`config.mk`:
```
export PLATFORM = sky130hd
export DESIGN_NAME = smb_clkctl_regs
export DESIGN_NICKNAME = d
export VERILOG_FILES = /design/src/rtl/smb_regs_pkg.sv /design/src/rtl/smb_line_sync.sv /design/src/rtl/smb_strap_addr.sv /design/src/rtl/smb_reg_bank.sv /design/src/rtl/smb_clkctl_regs.sv
export SDC_FILE = /design/constraint.sdc
export NUM_CORES = 1
export LEC_CHECK = 0
export BUFFER_PORTS_ARGS = -buffer_cell sky130_fd_sc_hd__buf_2
export CAP_MARGIN = 20
export CORE_ASPECT_RATIO = 1.25
export CORE_UTILIZATION = 30
export CTS_CLUSTER_DIAMETER = 150
export CTS_CLUSTER_SIZE = 12
export DETAILED_ROUTE_END_ITERATION = 10
export GPL_ROUTABILITY_DRIVEN = 0
export GPL_TIMING_DRIVEN = 0
export PLACE_DENSITY_LB_ADDON = 0.1
export SLEW_MARGIN = 15
export SYNTH_ARGS = -nofsm -noshare
export SYNTH_HDL_FRONTEND = slang
export SYNTH_SLANG_ARGS = --single-unit
```
`constraint.sdc`:
```
create_clock -name clk -period 5.4 [get_ports clk]
set_input_delay 1.62 -clock clk [delete_from_list [all_inputs] [get_ports clk]]
set_output_delay 1.62 -clock clk [all_outputs]
set_load 0.05 [all_outputs]
```
`src/rtl/smb_regs_pkg.sv`:
```
package smb_regs_pkg;
  localparam int unsigned NUM_OUT   = 19;
  localparam logic [7:0]  LAST_REG  = 8'd8;
  localparam logic [7:0]  DEVICE_ID = 8'h82;
  localparam logic [3:0]  VENDOR_ID = 4'hF;
  localparam logic [4:0]  COUNT_RST = 5'd8;
  localparam logic [7:0]  MASK_R0   = 8'h38;
  localparam logic [7:0]  MASK_R7   = 8'h1F;

  typedef enum logic [2:0] {
    ST_IDLE, ST_ADDR, ST_ADDR_ACK, ST_WBYTE, ST_WACK, ST_RBYTE, ST_RACK
  } bus_st_e;

  typedef enum logic [1:0] {PH_INDEX, PH_COUNT, PH_DATA} wr_ph_e;

  function automatic logic [1:0] lvl_norm(input logic [1:0] c);
    return (c == 2'b11) ? 2'b10 : c;
  endfunction

  function automatic logic [6:0] strap_addr(input logic [1:0] hi, input logic [1:0] lo);
    logic [6:0] a;
    case ({lvl_norm(hi), lvl_norm(lo)})
      4'b0000: a = 7'h6C;
      4'b0001: a = 7'h6D;
      4'b0010: a = 7'h6F;
      4'b0100: a = 7'h61;
      4'b0101: a = 7'h62;
      4'b0110: a = 7'h63;
      4'b1000: a = 7'h65;
      4'b1001: a = 7'h66;
      default: a = 7'h67;
    endcase
    return a;
  endfunction

  function automatic logic [7:0] next_index(input logic [7:0] i);
    return (i >= LAST_REG) ? 8'd0 : i + 8'd1;
  endfunction
endpackage

```
`src/rtl/smb_line_sync.sv`:
```
module smb_line_sync #(
  parameter int STAGES = 2,
  parameter int WIDTH  = 2
) (
  input  logic             clk,
  input  logic             rst_n,
  input  logic [WIDTH-1:0] d,
  output logic [WIDTH-1:0] q,
  output logic [WIDTH-1:0] q_prev
);
  logic [STAGES-1:0][WIDTH-1:0] chain_q;
  logic [STAGES-1:0][WIDTH-1:0] chain_n;

  always_comb begin
    chain_n = {chain_q[STAGES-2:0], d};
  end

  always_ff @(posedge clk or negedge rst_n) begin
    if (!rst_n) begin
      chain_q <= '1;
      q_prev  <= '1;
    end else begin
      chain_q <= chain_n;
      q_prev  <= chain_q[STAGES-1];
    end
  end

  assign q = chain_q[STAGES-1];
endmodule

```
`src/rtl/smb_strap_addr.sv`:
```
module smb_strap_addr
  import smb_regs_pkg::*;
(
  input  logic       clk,
  input  logic       rst_n,
  input  logic       qual,
  input  logic [1:0] sa_hi,
  input  logic [1:0] sa_lo,
  input  logic       freq_in,
  output logic [6:0] addr7,
  output logic       freq_q
);
  logic [1:0] hi_q, lo_q, hi_n, lo_n;
  logic       freq_n;

  always_comb begin
    hi_n   = hi_q;
    lo_n   = lo_q;
    freq_n = freq_q;
    if (qual) begin
      hi_n   = sa_hi;
      lo_n   = sa_lo;
      freq_n = freq_in;
    end
  end

  always_ff @(posedge clk or negedge rst_n) begin
    if (!rst_n) begin
      hi_q   <= 2'b00;
      lo_q   <= 2'b00;
      freq_q <= 1'b1;
    end else begin
      hi_q   <= hi_n;
      lo_q   <= lo_n;
      freq_q <= freq_n;
    end
  end

  assign addr7 = strap_addr(hi_q, lo_q);

  assert_addr_held_R2: assert property (@(posedge clk) disable iff (!rst_n)
    !qual |=> $stable(addr7));
  assert_freq_held_R2: assert property (@(posedge clk) disable iff (!rst_n)
    !qual |=> $stable(freq_q));
endmodule

```
`src/rtl/smb_reg_bank.sv`:
```
module smb_reg_bank
  import smb_regs_pkg::*;
(
  input  logic               clk,
  input  logic               rst_n,
  input  logic               wr_en,
  input  logic [7:0]         idx,
  input  logic [7:0]         wr_data,
  input  logic [1:0]         pll_mode,
  input  logic               freq_q,
  input  logic [3:0]         rev_id,
  output logic [7:0]         rd_data,
  output logic [NUM_OUT-1:0] out_en,
  output logic [4:0]         byte_count
);
  logic [7:0] r0_q, r1_q, r2_q, r7_q;
  logic [7:0] r0_n, r1_n, r2_n, r7_n;

  always_comb begin
    r0_n = r0_q;
    r1_n = r1_q;
    r2_n = r2_q;
    r7_n = r7_q;
    if (wr_en) begin
      case (idx)
        8'd0:    r0_n = wr_data & MASK_R0;
        8'd1:    r1_n = wr_data;
        8'd2:    r2_n = wr_data;
        8'd7:    r7_n = wr_data & MASK_R7;
        default: ;
      endcase
    end
  end

  always_ff @(posedge clk or negedge rst_n) begin
    if (!rst_n) begin
      r0_q <= MASK_R0;
      r1_q <= 8'hFF;
      r2_q <= 8'hFF;
      r7_q <= {3'b000, COUNT_RST};
    end else begin
      r0_q <= r0_n;
      r1_q <= r1_n;
      r2_q <= r2_n;
      r7_q <= r7_n;
    end
  end

  always_comb begin
    case (idx)
      8'd0:    rd_data = {pll_mode, 6'b0} | r0_q | {6'b0, freq_q, 1'b0};
      8'd1:    rd_data = r1_q;
      8'd2:    rd_data = r2_q;
      8'd5:    rd_data = {rev_id, VENDOR_ID};
      8'd6:    rd_data = DEVICE_ID;
      8'd7:    rd_data = r7_q;
      default: rd_data = 8'h00;
    endcase
  end

  assign out_en     = {r0_q[5:3], r2_q, r1_q};
  assign byte_count = r7_q[4:0];

  assert_en_hold_R7: assert property (@(posedge clk) disable iff (!rst_n)
    !wr_en |=> $stable(out_en));
  assert_count_hold_R8: assert property (@(posedge clk) disable iff (!rst_n)
    !wr_en |=> $stable(byte_count));
endmodule

```
`src/rtl/smb_clkctl_regs.sv`:
```
module smb_clkctl_regs
  import smb_regs_pkg::*;
#(
  parameter int SYNC_STAGES = 2
) (
  input  logic               clk,
  input  logic               rst_n,
  input  logic               ref_clk_alive,
  input  logic               pwrgd_qual,
  input  logic [1:0]         strap_hi,
  input  logic [1:0]         strap_lo,
  input  logic               freq_sel_100,
  input  logic [1:0]         pll_mode,
  input  logic [3:0]         rev_id,
  input  logic               scl_in,
  input  logic               sda_in,
  output logic               sda_oe,
  output logic [NUM_OUT-1:0] out_en
);
  logic [1:0] line_s, line_p;
  logic scl_s, sda_s, scl_p, sda_p;
  logic scl_rise, scl_fall, bus_start, bus_stop;
  logic [6:0] my_addr7;
  logic freq_q;
  logic [7:0] rd_data;
  logic [4:0] byte_count;

  bus_st_e    st_q, st_n;
  wr_ph_e     ph_q, ph_n;
  logic [3:0] bit_q, bit_n;
  logic [7:0] rx_q, rx_n, tx_q, tx_n, ptr_q, ptr_n, left_q, left_n;
  logic       oe_q, oe_n, rw_q, rw_n, nack_q, nack_n;
  logic       wr_en;

  smb_line_sync #(.STAGES(SYNC_STAGES), .WIDTH(2)) u_sync (
    .clk(clk), .rst_n(rst_n), .d({scl_in, sda_in}), .q(line_s), .q_prev(line_p));

  assign scl_s     = line_s[1];
  assign sda_s     = line_s[0];
  assign scl_p     = line_p[1];
  assign sda_p     = line_p[0];
  assign scl_rise  = scl_s & ~scl_p;
  assign scl_fall  = ~scl_s & scl_p;
  assign bus_start = scl_s & scl_p & sda_p & ~sda_s;
  assign bus_stop  = scl_s & scl_p & ~sda_p & sda_s;

  smb_strap_addr u_strap (
    .clk(clk), .rst_n(rst_n), .qual(pwrgd_qual), .sa_hi(strap_hi), .sa_lo(strap_lo),
    .freq_in(freq_sel_100), .addr7(my_addr7), .freq_q(freq_q));

  smb_reg_bank u_bank (
    .clk(clk), .rst_n(rst_n), .wr_en(wr_en), .idx(ptr_q), .wr_data(rx_q),
    .pll_mode(pll_mode), .freq_q(freq_q), .rev_id(rev_id), .rd_data(rd_data),
    .out_en(out_en), .byte_count(byte_count));

  always_comb begin
    st_n   = st_q;
    ph_n   = ph_q;
    bit_n  = bit_q;
    rx_n   = rx_q;
    tx_n   = tx_q;
    ptr_n  = ptr_q;
    left_n = left_q;
    oe_n   = oe_q;
    rw_n   = rw_q;
    nack_n = nack_q;
    wr_en  = 1'b0;
    if (!ref_clk_alive) begin
      st_n = ST_IDLE;
      oe_n = 1'b0;
    end else if (bus_start) begin
      st_n  = ST_ADDR;
      bit_n = 4'd0;
      oe_n  = 1'b0;
    end else if (bus_stop) begin
      st_n = ST_IDLE;
      oe_n = 1'b0;
    end else begin
      case (st_q)
        ST_ADDR, ST_WBYTE: begin
          if (scl_rise) begin
            rx_n  = {rx_q[6:0], sda_s};
            bit_n = bit_q + 4'd1;
          end else if (scl_fall && bit_q == 4'd8) begin
            if (st_q == ST_ADDR) begin
              if (rx_q[7:1] == my_addr7) begin
                st_n = ST_ADDR_ACK;
                oe_n = 1'b1;
                rw_n = rx_q[0];
              end else begin
                st_n = ST_IDLE;
              end
            end else begin
              st_n = ST_WACK;
              oe_n = 1'b1;
              case (ph_q)
                PH_INDEX: begin
                  ptr_n = rx_q;
                  ph_n  = PH_COUNT;
                end
                PH_COUNT: begin
                  left_n = rx_q;
                  ph_n   = PH_DATA;
                end
                default: begin
                  if (left_q != 8'd0) begin
                    wr_en  = 1'b1;
                    ptr_n  = next_index(ptr_q);
                    left_n = left_q - 8'd1;
                  end
                end
              endcase
            end
          end
        end
        ST_ADDR_ACK: begin
          if (scl_fall) begin
            bit_n = 4'd0;
            if (rw_q) begin
              tx_n = {3'b000, byte_count};
              oe_n = ~tx_n[7];
              st_n = ST_RBYTE;
            end else begin
              oe_n = 1'b0;
              ph_n = PH_INDEX;
              st_n = ST_WBYTE;
            end
          end
        end
        ST_WACK: begin
          if (scl_fall) begin
            oe_n  = 1'b0;
            bit_n = 4'd0;
            st_n  = ST_WBYTE;
          end
        end
        ST_RBYTE: begin
          if (scl_rise) begin
            bit_n = bit_q + 4'd1;
          end else if (scl_fall) begin
            if (bit_q == 4'd8) begin
              oe_n = 1'b0;
              st_n = ST_RACK;
            end else begin
              tx_n = {tx_q[6:0], 1'b0};
              oe_n = ~tx_q[6];
            end
          end
        end
        ST_RACK: begin
          if (scl_rise) begin
            nack_n = sda_s;
          end else if (scl_fall) begin
            if (nack_q) begin
              st_n = ST_IDLE;
            end else begin
              tx_n  = rd_data;
              oe_n  = ~rd_data[7];
              ptr_n = next_index(ptr_q);
              bit_n = 4'd0;
              st_n  = ST_RBYTE;
            end
          end
        end
        default: oe_n = 1'b0;
      endcase
    end
  end

  always_ff @(posedge clk or negedge rst_n) begin
    if (!rst_n) begin
      st_q   <= ST_IDLE;
      ph_q   <= PH_INDEX;
      bit_q  <= 4'd0;
      rx_q   <= 8'd0;
      tx_q   <= 8'd0;
      ptr_q  <= 8'd0;
      left_q <= 8'd0;
      oe_q   <= 1'b0;
      rw_q   <= 1'b0;
      nack_q <= 1'b0;
    end else begin
      st_q   <= st_n;
      ph_q   <= ph_n;
      bit_q  <= bit_n;
      rx_q   <= rx_n;
      tx_q   <= tx_n;
      ptr_q  <= ptr_n;
      left_q <= left_n;
      oe_q   <= oe_n;
      rw_q   <= rw_n;
      nack_q <= nack_n;
    end
  end

  assign sda_oe = oe_q;

  assert_idle_released_R3: assert property (@(posedge clk) disable iff (!rst_n)
    (st_q == ST_IDLE) |-> !sda_oe);
  assert_drive_on_low_scl_R5: assert property (@(posedge clk) disable iff (!rst_n)
    $rose(sda_oe) |-> !scl_s);
  assert_quiet_without_ref_R11: assert property (@(posedge clk) disable iff (!rst_n)
    !ref_clk_alive |=> !sda_oe);
  assert_no_write_without_ref_R11: assert property (@(posedge clk) disable iff (!rst_n)
    !ref_clk_alive |-> !wr_en);
endmodule

```
==> results summary <==
The number of distinct library cells after synthesis is 67. The worst-case register-to-register setup slack came out at 2.79 ns. The capturing element type of the critical path is a flop. The synthesis warning total is 0. The post-CTS setup repair buffer count is 0. The worst hold path class is flop to flop. The number of antenna violations at the first check in global routing is 0.

The number of sinks on the clock net is 78. Buffers inserted to repair hold after CTS numbered 0. The area inside the core boundary came out at 0.0138 mm^2. The ratio of final minimum period to clock period is 0.586. Using the TritonRoute via totals, the vias-per-cell ratio works out to 5.38. The critical path's slowest cell is or4_1. The overall die width came out at 109 um. CTS built an H-tree with a depth of 3. The required time of the worst setup path is 5.68 ns. Counting I/O delays and the setup requirement, the final critical path takes 3.17 ns.

The first global-routing pass estimated 19.6 mm of wire. The top-area cell type share of the netlist area is 0.300. The share of the synthesized area in compound gates (AO/OA/AOI/OAI) is 0.181.

The most used standard cell by instance count after synthesis is dfrtp_1. The worst-case vdd ir drop came out at 0.145 mV. The clock latency at the later pin of the worst-skew pair is 0.34 ns. The number of cells on the worst reg-to-reg path is 6. The max-slew violation count is 0. The vertical die dimension came out at 135 um. The number of diodes added for antenna fixing came out at 0. The residual overflow from global routing is 0. The initial cell density of the core came out at 0.308.

The synthesized design contains 0 enable-type register cells. The leakage power total is 2.08 nW. The post-synthesis instance area came out at 0.00426 mm^2.

The via count is 3440. In the routed design, unresolved DRC markers number 0. The instance count of the mapped netlist is 413. The critical path in this run is classified as primary input to flop. The mux contribution to synthesized area is 0.125. The final count of hold timing violations is 0. The flow ran to the end, and the final reports show no timing, DRC or antenna violations. The post-cts resize count came out at 0.

The worst register-to-register path ends at ptr_q[4]. The arrival time at the worst endpoint is 3.44 ns. The number of iterations in the first detailed-routing pass came out at 4.

At the pin with the least slew margin, the transition time is 0.982 ns. The largest family of logic cells by synthesized area is compound AO/OA/AOI/OAI gates. In the final routed layout, each cell accounts on average for 18.2 um.

STA classifies the critical path startpoint as a primary input. The layout has 1439 filler cells. Setup violations remaining at the end of the flow were counted as 0. In this run the critical register-to-register path is launched from st_q[0]. Setup repair after global routing left no endpoint under its margin. The biggest area consumer among synthesized cells is dfrtp_1. The post-synthesis xor/xnor area fraction came out at 0.00411. By count the netlist is led by dfrtp_1, mux2_2, nand2_1. In the synthesized netlist the async set-or-reset flop fraction comes to 1.00.

The startpoint of the tightest hold check path is u_sync.chain_n[2]. The worst slew margin relative to its limit came out at 0.343. The worst-case hold path end point is u_sync.q[0]. The remaining antenna violation count after routing is 0. In this run the count of I/O pins placed on the die edge is 37. TritonCTS built the clock tree.

The number of port buffers came out at 35. The total global-route track usage is 0.177. Of the total synthesized cell area, the portion taken by AND, OR, NAND and NOR gates is 0.162.

Detailed placement finished with a half-perimeter wire length of 8.44 mm. The largest net degree at the start of global routing came out at 42. The initial detailed-routing violation count came out at 154.

The adder and majority cell fraction of the synthesized area came out at 0.0235. On the worst path, the slowest cell contributes a delay of 0.51 ns. After the last flow step, the layout net total stands at 485. The via count of the first global-routing pass is 3612. Static timing analysis puts the maximum clock frequency at 316 MHz. The number of nets produced by synthesis came out at 438.

The tree is rooted in a clkbuf_16. The number of max-capacitance violations reported is 0. The growth of design area from synthesis to finish is 16.8%. Traced cell by cell, the critical path runs through buf_2 > nand3b_1 > or4_4 > a211o_1 > or4_1 > nand3_1. In this run the worst path has a maximum fanout of 8. The clock passes through at most 2 buffers. The number of placement rows came out at 48. After layout, the design draws a total of 1.43 mW.

The number of register bits inferred by synthesis came out at 78. The total power density per cell area came out at 288 mW/mm^2. The die area came out at 0.0147 mm^2. Among all flip-flop cells after synthesis, the most frequent one is dfrtp_1. The wire length reported by the detailed router came out at 11.7 mm.

After synthesis, the cell types taking the most area are dfrtp_1, dfstp_2, mux2_2, o21ai_0, nand2_1. The sequential fraction of the synthesis area is 0.466. After routing, the total negative slack on setup checks comes to 0 ns. Of the cells placed in the final design, the portion with a size suffix greater than 1 is 0.288. For the final database, setup skew stands at 0.00735 ns.

The average size of a mapped cell came out at 10.3 um^2. In this run, CTS created clock tree buffers numbering 9. The worst hold path was traced through 0 stages.

The register clock-pin slew on the reported worst setup and hold paths is 0.06 ns.
[report_power, final]
group          internal, mW  total, mW  switching, mW
sequential            0.619      0.655         0.0362
clock                 0.365      0.606          0.241
combinational        0.0608      0.170          0.110
[state kept, by name, summed over array words and instances (netlist names), 4 cells and up]
| signal | count |
|---|---|
| bit_q | 4 |
| left_q | 8 |
| ptr_q | 8 |
| rx_q | 8 |
| tx_q | 7 |
| u_bank.r1_q | 8 |
| u_bank.r2_q | 8 |
| u_bank.r7_q | 5 |
[cells in the final DEF, fill, tap and decap left out, types with 3 or more instances in the layout]
| cell type | netlist | layout |
|---|---|---|
| or2_2 | 3 | 3 |
| ha_1 | 8 | 8 |
| and2_1 | 3 | 3 |
| a221oi_1 | 3 | 3 |
| mux2_2 | 41 | 41 |
| nand3_1 | 10 | 10 |
| clkbuf_1 | 16 | 18 |
| a222oi_1 | 7 | 7 |
| o21ai_0 | 25 | 25 |
| a2111oi_0 | 4 | 4 |
| o21a_1 | 3 | 3 |
| dfrtp_1 | 51 | 51 |
| nand2b_1 | 7 | 7 |
| clkbuf_16 | 0 | 10 |
| nor2b_1 | 5 | 5 |
| buf_1 | 3 | 3 |
| a21oi_1 | 19 | 19 |
| nand2_1 | 28 | 28 |
| nor2_1 | 27 | 27 |
| and3b_1 | 3 | 3 |
| nor4_1 | 3 | 3 |
| nor3_1 | 10 | 10 |
| dfstp_2 | 27 | 27 |
| a22o_1 | 6 | 6 |
| nand4b_1 | 3 | 3 |
| mux2i_1 | 7 | 7 |
| a211o_1 | 3 | 3 |
| o211ai_1 | 6 | 6 |
| or4_1 | 4 | 4 |
| inv_1 | 17 | 17 |
| nand3b_1 | 5 | 5 |
| or3_1 | 3 | 3 |
| a31oi_1 | 3 | 3 |
| buf_2 | 3 | 37 |
| a22oi_1 | 6 | 6 |
[per-layer routing]
metal	share of wire	global-route usage	routed length, um	up-vias
li1	-	-	-	1639
met1	0.45	0.224	5280	1722
met2	0.50	0.296	5840	62
met3	0.026	0.0250	308	17
met4	0.021	0.0803	244	0
met5	0	0	0	-
[final cells by class]
cell class	count	area, um^2	area share
Buffer	23	97.6	0.0196
Clock buffer	14	285	0.0574
Clock inverter	2	13.8	0.00277
Inverter	18	67.6	0.0136
Multi-Input combinational cell	294	2110	0.424
Sequential cell	78	1990	0.399
Tap cell	175	219	0.0440
Timing Repair Buffer	36	198	0.0397
[worst max-delay path: cells and delay by family]
family	cells	cell delay, ns
AOI/OAI and AO/OA	1	0.41
buffers and inverters	1	0.17
and+or+nand+nor	4	1.23
[stage by stage]
step	worst slack, ns	util	instances	hold slack, ns	area, um^2
3_3_place_gp	1.89	0.337	623	0.350	4650
5_1_grt	2.05	0.360	640	0.356	4970
3_5_place_dp	1.88	0.338	624	0.347	4670
6_report	2.23	0.360	640	0.357	4970
4_1_cts	2.24	0.360	640	0.359	4970
2_1_floorplan	2.13	-	413	0.345	4260
[cell families after synthesis]
family          after synthesis
simple gates                126
compound gates              110
flops                        78
mux                          48
buf+inv                      41
fa+ha+maj                     8
xor+xnor                      2
[worst max-delay path by stage]
| stage | start | to | slack, ns | depth (start not counted) |
|---|---|---|---|---|
| floorplan | ref_clk_alive | left_q[3] | 2.13 | 6 |
| global placement | ref_clk_alive | u_bank.r7_q[4] | 1.89 | 5 |
| detailed placement | ref_clk_alive | u_bank.r7_q[1] | 1.88 | 5 |
| CTS | ref_clk_alive | u_bank.r7_q[1] | 2.24 | 5 |
| global route | ref_clk_alive | tx_q[5] | 2.05 | 6 |
| finish | ref_clk_alive | left_q[3] | 2.23 | 6 |
No activity file was read; power rests on OpenSTA's default activity.
